**src/rtl/tb40_pkg.sv**
```systemverilog
package tb40_pkg;

    // Register selection resulting from address decode
    typedef enum logic [1:0] {
        SEL_NONE = 2'd0,
        SEL_LO   = 2'd1,
        SEL_HI   = 2'd2,
        SEL_MISS = 2'd3
    } sel_e;

endpackage

```
**src/rtl/tb40_decode.sv**
```systemverilog
module tb40_decode
    import tb40_pkg::*;
#(
    parameter int unsigned          ADDR_W = 8,
    parameter logic [ADDR_W-1:0]    LO_OFS = 8'h60,
    parameter logic [ADDR_W-1:0]    HI_OFS = 8'h64
) (
    input  logic              valid,
    input  logic [ADDR_W-1:0] addr,
    output sel_e              sel
);

    always_comb begin
        if (!valid) begin
            sel = SEL_NONE;
        end else if (addr == LO_OFS) begin
            sel = SEL_LO;
        end else if (addr == HI_OFS) begin
            sel = SEL_HI;
        end else begin
            sel = SEL_MISS;
        end
    end

endmodule

```
**src/rtl/tb40_count.sv**
```systemverilog
module tb40_count #(
    parameter int unsigned         CNT_W    = 40,
    parameter logic [CNT_W-1:0]    CNT_INIT = '0
) (
    input  logic             clk,
    input  logic             rst_n,
    input  logic             step,
    output logic [CNT_W-1:0] cnt
);

    typedef struct packed {
        logic [CNT_W-1:0] cnt;
    } cnt_st_t;

    cnt_st_t st_d, st_q;

    always_comb begin
        st_d = st_q;
        if (step) begin
            // natural modulo-2^CNT_W wrap
            st_d.cnt = st_q.cnt + 1'b1;
        end
    end

    always_ff @(posedge clk or negedge rst_n) begin
        if (!rst_n) begin
            st_q.cnt <= CNT_INIT;
        end else begin
            st_q <= st_d;
        end
    end

    assign cnt = st_q.cnt;

endmodule

```
**src/rtl/tb40_regs.sv**
```systemverilog
module tb40_regs
    import tb40_pkg::*;
#(
    parameter int unsigned CNT_W  = 40,
    parameter int unsigned DATA_W = 32,
    parameter int unsigned EN_BIT = 8,
    localparam int unsigned HI_W  = CNT_W - DATA_W
) (
    input  logic              clk,
    input  logic              rst_n,
    input  sel_e              sel,
    input  logic              write,
    input  logic              wr_en_bit,
    input  logic [CNT_W-1:0]  cnt,
    output logic              en,
    output logic [HI_W-1:0]   shadow,
    output logic              rvalid,
    output logic [DATA_W-1:0] rdata
);

    typedef struct packed {
        logic              en;
        logic [HI_W-1:0]   shadow;
        logic              rvalid;
        logic [DATA_W-1:0] rdata;
    } reg_st_t;

    reg_st_t st_d, st_q;

    always_comb begin
        st_d        = st_q;
        st_d.rvalid = 1'b0;
        unique case (sel)
            SEL_LO: begin
                if (!write) begin
                    st_d.rvalid = 1'b1;
                    st_d.rdata  = cnt[DATA_W-1:0];
                    st_d.shadow = cnt[CNT_W-1:DATA_W];
                end
            end
            SEL_HI: begin
                if (write) begin
                    st_d.en = wr_en_bit;
                end else begin
                    st_d.rvalid           = 1'b1;
                    st_d.rdata            = '0;
                    st_d.rdata[HI_W-1:0]  = st_q.shadow;
                    st_d.rdata[EN_BIT]    = st_q.en;
                end
            end
            SEL_MISS: begin
                if (!write) begin
                    st_d.rvalid = 1'b1;
                    st_d.rdata  = '0;
                end
            end
            default: ;
        endcase
    end

    always_ff @(posedge clk or negedge rst_n) begin
        if (!rst_n) begin
            st_q <= '0;
        end else begin
            st_q <= st_d;
        end
    end

    assign en     = st_q.en;
    assign shadow = st_q.shadow;
    assign rvalid = st_q.rvalid;
    assign rdata  = st_q.rdata;

endmodule

```
**src/rtl/freerun_tbase40.sv**
```systemverilog
module freerun_tbase40
    import tb40_pkg::*;
#(
    parameter int unsigned         CNT_W    = 40,
    parameter int unsigned         DATA_W   = 32,
    parameter int unsigned         ADDR_W   = 8,
    parameter logic [ADDR_W-1:0]   LO_OFS   = 8'h60,
    parameter logic [ADDR_W-1:0]   HI_OFS   = 8'h64,
    parameter int unsigned         EN_BIT   = 8,
    parameter logic [CNT_W-1:0]    CNT_INIT = '0
) (
    input  logic              clk,
    input  logic              rst_n,
    input  logic              tick_en,
    input  logic              acc_valid,
    input  logic              acc_write,
    input  logic [ADDR_W-1:0] acc_addr,
    input  logic [DATA_W-1:0] acc_wdata,
    output logic              rd_valid,
    output logic [DATA_W-1:0] rd_data
);

    localparam int unsigned HI_W = CNT_W - DATA_W;

    sel_e             sel_w;
    logic [CNT_W-1:0] cnt_w;
    logic             en_w;
    logic [HI_W-1:0]  shadow_w;
    logic             unused_wdata;

    assign unused_wdata = ^acc_wdata;

    tb40_decode #(
        .ADDR_W (ADDR_W),
        .LO_OFS (LO_OFS),
        .HI_OFS (HI_OFS)
    ) u_dec (
        .valid (acc_valid),
        .addr  (acc_addr),
        .sel   (sel_w)
    );

    tb40_count #(
        .CNT_W    (CNT_W),
        .CNT_INIT (CNT_INIT)
    ) u_cnt (
        .clk   (clk),
        .rst_n (rst_n),
        .step  (en_w & tick_en),
        .cnt   (cnt_w)
    );

    tb40_regs #(
        .CNT_W  (CNT_W),
        .DATA_W (DATA_W),
        .EN_BIT (EN_BIT)
    ) u_regs (
        .clk       (clk),
        .rst_n     (rst_n),
        .sel       (sel_w),
        .write     (acc_write),
        .wr_en_bit (acc_wdata[EN_BIT]),
        .cnt       (cnt_w),
        .en        (en_w),
        .shadow    (shadow_w),
        .rvalid    (rd_valid),
        .rdata     (rd_data)
    );

endmodule

```
**config.mk**
```make
export PLATFORM = sky130hd
export DESIGN_NAME = freerun_tbase40
export DESIGN_NICKNAME = d
export VERILOG_FILES = /design/src/rtl/tb40_pkg.sv /design/src/rtl/tb40_decode.sv /design/src/rtl/tb40_count.sv /design/src/rtl/tb40_regs.sv /design/src/rtl/freerun_tbase40.sv
export SDC_FILE = /design/constraint.sdc
export NUM_CORES = 1
export LEC_CHECK = 0
export BUFFER_PORTS_ARGS = -buffer_cell sky130_fd_sc_hd__buf_2
export CAP_MARGIN = 20
export CORE_ASPECT_RATIO = 1.2
export CORE_UTILIZATION = 54
export CTS_CLUSTER_SIZE = 40
export DETAILED_ROUTE_END_ITERATION = 8
export GPL_ROUTABILITY_DRIVEN = 0
export PLACE_DENSITY = 0.84
export SLEW_MARGIN = 20
export SYNTH_ARGS = -nofsm -noshare
export SYNTH_HDL_FRONTEND = slang
export SYNTH_SLANG_ARGS = --single-unit
```
**constraint.sdc**
```tcl
create_clock -name clk -period 2.35 [get_ports clk]
set_input_delay 0 -clock clk [delete_from_list [all_inputs] [get_ports clk]]
set_output_delay 0 -clock clk [all_outputs]
set_load 0.02 [all_outputs]
```
# [After elaboration in Yosys (flattened, before gate mapping)]
# Index checks and enable logic that the tools add are counted.
[totals] regBits=82 input_bits=45 output_inout_bits=33
[classes] addsub=1 eq_ne=8 mux=7 n_bitwise=2 reduce_logical=4
[ops] op="33-bit 2-to-1 mux" n=3
[ops] op="33-bit one-hot mux with 3 select lines" n=1
[ops] op="40-bit by 1-bit adder with 40-bit output, second input constant" n=1
[ops] op="8-bit by 7-bit == test with 1-bit output, second input constant" n=2
[ops] op="2-bit inequality test, second input constant" n=3
[ops] op="2-bit == test, second input constant" n=2
[ops] op="2-bit 2-to-1 mux" n=2
[ops] op="2-bit AND reduction" n=2
[ops] op="4-bit AND reduction" n=1
[ops] op="3-bit nonzero test" n=1
[ops] op="2-bit by 1-bit == test with 1-bit output, second input constant" n=1
[ops] op="1-bit AND" n=1
[ops] op="1-bit 2-to-1 mux" n=1
[ops] op="1-bit NOT" n=1

# [Longest topological paths before layout]
[logic_depth] word_depth=7 depth_mapped=5 depth_no_buf=5

# [By module]
# A second synthesis with hierarchy kept.
[hier_totals] hier_cells=361 hier_area_um2=4012.6
[modules_own_cells] module="tb40_regs" n_inst=1 cells_per_inst=194 area_per_inst_um2=2139.6 seq_area_each_um2=1051.0
[modules_own_cells] module="tb40_count" n_inst=1 cells_per_inst=160 area_per_inst_um2=1829.3 seq_area_each_um2=1001.0
[modules_own_cells] module="tb40_decode" n_inst=1 cells_per_inst=6 area_per_inst_um2=37.5 seq_area_each_um2=0.0
[modules_own_cells] module="freerun_tbase40" n_inst=1 cells_per_inst=1 area_per_inst_um2=6.3 seq_area_each_um2=0.0

# [Worst setup path after synthesis]
# OpenSTA, ideal clock, no wires.
[synth_path] path_kind="register to register" from="register u_cnt.cnt[0] (netlist name)" to="register u_cnt.cnt[34] (netlist name)" arrival_time_ns=1.706 required_time_ns=2.271 setup_slack_ns=0.565 path_stages_with_launch=6 period_less_slack_ns=1.785 cell_sequence="dfrtp_1 ha_1 nand4_1 or4b_4 nor4_4 xor2_1"
[synth_between] elab_chain_len=1
[synth_rtl] element="40-bit by 1-bit adder with 40-bit output" line_no="tb40_count.sv:21" rtl="st_d.cnt = st_q.cnt + 1'b1;"
# No other way between the ends.
# A chain may end at the register's enable or synchronous reset.

# [Worst setup path after layout]
[layout_path] from="register u_cnt.cnt[1] (netlist name)" to="register u_cnt.cnt[30] (netlist name)"
[layout_between] elab_chain_len=1
[layout_rtl] element="40-bit by 1-bit adder with 40-bit output" line_no="tb40_count.sv:21"
# No other way between the ends.

==> flow_summary.ini <==
[place]
place_worst_setup_slack_ns = 0.351
io_buffers = 46
hpwl_um = 5030
placedCellCount = 415

[floorplanning]
start_util_pct = 55.5
boundaryPins = 78
die_area_um2 = 6920
die_x_um = 76.1
rows = 32
core_area_um2 = 6410
die_h_um = 90.9

[global_route]
grt_antenna_before_repair = 0
grt_max_degree = 83
grt_overflow = 0
grt.total_usage_pct = 23.4
grt_pass1_wl_um = 12300
first_global_vias = 2502

[sta]
finalClockSkew_ns = 0.00946
fin_crit_sh_pct = 86.6
finalHoldViolations = 0
worst_slew_pin_slew_ns = 0.732
fin_ws_ns = 0.314
fmax_mhz = 491
fin_setup_tns_ns = 0
post-route-min-period_ns = 2.04
final-max-slew-violation-count = 0
max_slew_margin_pct = 51.2
rsz0062_at_grt = false
setup_viol = 0

[worst_setup_path]
worstPathRequired_ns = 2.62
reg2reg_depth = 5
worst-setup-path-type = register to register
worstReg2RegStart = u_cnt.cnt[1]
cp-end-kind = register
r2r-end = u_cnt.cnt[30]
critPathCapture = u_cnt.cnt[30]
path_max_fanout = 5
critPathArrivalTime_ns = 2.31
startpoint = u_cnt.cnt[1]
worst-r2r-setup-slack_ns = 0.31
startpoint_type = register

[min_path]
holdCritPathClass = input pin to register
hold-path-cell-count = 3

[power_and_ir_drop]
power.density_nw_per_um2 = 583
ir_drop_uv = 312
p_leak_nw = 2.05
power_mw = 2.39

[synthesis]
synth_cell_types = 35
synth-main-ff-cell = dfrtp_1
synth_area_um2 = 3560
synth_warnings = 0
synth_seq_area_share_pct = 57.7
ys_ff_latch = 82
synth_top_cell_by_area = dfrtp_1
synth_top_area_share_pct = 57.7
synthTopCellsByArea = dfrtp_1 (58%), xnor2_1 (5.9%), a22o_1 (5.7%)
synth_nets = 334
postSynthAreaPerCell_um2 = 12.4
synth-edff-count = 0
synth_cells = 288
postSynth.asyncResetShare_pct = 100

[clock_tree]
clockBufferDepth = 2
cts_resized = 0
cts_htree_levels = 3
cts_root_buffer = clkbuf_8
clkTransAtPathRegs_ns = 0.08
cts_sinks = 82
cts_tree = built
post_cts_buffers = 0
clock_latency_ns = 0.36
cts_buffers = 9

[status]
status = completed

[route]
remaining_drc_errors = 0
firstDrtPassIters = 4
vias = 2513
wire_per_inst_um = 16.7
via_per_inst = 5.82
ant_nets = 0
wl_um = 7210
drt_iter0_markers = 145

[final_layout]
areaGrowthSynthToFinish_pct = 15.3
antenna_cells = 0
fin_util_pct = 64.0
fin_cells = 432
fin_nets = 390
layout-drive-gt1-share_pct = 25.1

[flow_run]
cap_violations = 0
## metrics by stage
step                      area (µm²)  hold slack [ns]
after global routing            4100           0.0197
final                           4100           0.0242
after detailed placement        3910            0.231
after floorplan                 3560           -0.296
after CTS                       4100           0.0169
after global placement          3910            0.221
## flip-flops by register name, summed over array words and instances, names as in the netlist
| name | cells |
|---|---|
| u_regs.shadow | 8 |
| u_regs.en | 1 |
| u_cnt.cnt | 40 |
| u_regs.rdata | 32 |
| u_regs.rvalid | 1 |
## cells in the final DEF, fill, tap and decap left out, types with 9 or more instances in the layout
master	Yosys	final
xor2_1	15	15
nand4_1	18	18
mux2i_1	9	9
xnor2_1	24	24
dfrtp_1	82	82
mux2_2	10	10
nand3_1	12	12
clkbuf_8	0	10
nand2_1	25	25
a22o_1	23	23
o21ai_0	9	9
buf_2	1	45
## repair_timing
item,in CTS,in global routing
endpoints found under the hold margin,85,0
endpoints found under the setup margin,0,0
hold buffers,3,0
## synth_stat cells (all sizes together) (2+ instances only)
library cell / n
dfrtp: 82
nand2: 25
xnor2: 24
a22o: 23
nand4: 20
xor2: 15
nand3: 12
mux2: 10
mux2i: 9
o21ai: 9
clkbuf: 8
nor4: 8
nor2: 7
and3: 6
and4: 6
nor3: 5
and2: 3
nor3b: 3
buf: 2
inv: 2
## how the worst min path moves through the flow
stage	slack [ns]	start	to
after floorplan	-0.30	rst_n	u_cnt.cnt[0]
after global placement	0.22	rst_n	u_regs.en
after detailed placement	0.23	rst_n	u_regs.rdata[9]
after CTS	0.02	acc_write	u_regs.en
after global routing	0.02	acc_write	u_regs.en
final	0.02	acc_write	u_regs.en
## per-layer routing
metal | global-route usage (%) | vias up | share of wire (%)
met4 | 12.0 | 0 | 2.4
met1 | 29.8 | 1266 | 44
met3 | 5.45 | 18 | 3.8
li1 | - | 1165 | -
met5 | 0 | - | 0
met2 | 37.3 | 64 | 50
## area by class of cell
type / instances / area, µm²
Clock buffer: 11 / 141
Clock inverter: 3 / 17.5
Fill cell: 512 / 2300
Inverter: 2 / 7.51
Multi-Input combinational cell: 194 / 1470
Sequential cell: 82 / 2050
Tap cell: 85 / 106
Timing Repair Buffer: 55 / 312
## cells by family (layout without fill, tap and decap cells)
| kind of cell | count (synthesis) | in the layout | synth area share (%) |
|---|---|---|---|
| DFF | 82 | 82 | 57.7 |
| and+or+nand+nor | 103 | 103 | 18.4 |
| adders and majority gates | 1 | 1 | 0.352 |
| AOI/OAI and AO/OA | 32 | 32 | 6.93 |
| xor gates and xnor gates | 39 | 39 | 9.60 |
| buffers and inverters | 12 | 71 | 1.30 |
| muxes | 19 | 19 | 5.70 |
## worst max-delay path: stages, from the launching register on
cell     delay (ns)
dfrtp_1        0.43
ha_1           0.22
nand4_1        0.25
or4b_4         0.64
nor3_1         0.24
xor2_1         0.17
## where the power goes
group | total, mW | switching (mW) | internal, mW
sequential | 1.43 | 0.0124 | 1.42
clock | 0.878 | 0.481 | 0.397
combinational | 0.0831 | 0.0544 | 0.0287
total | 2.39 | 0.548 | 1.85
Power figures use the tool's default switching activity.
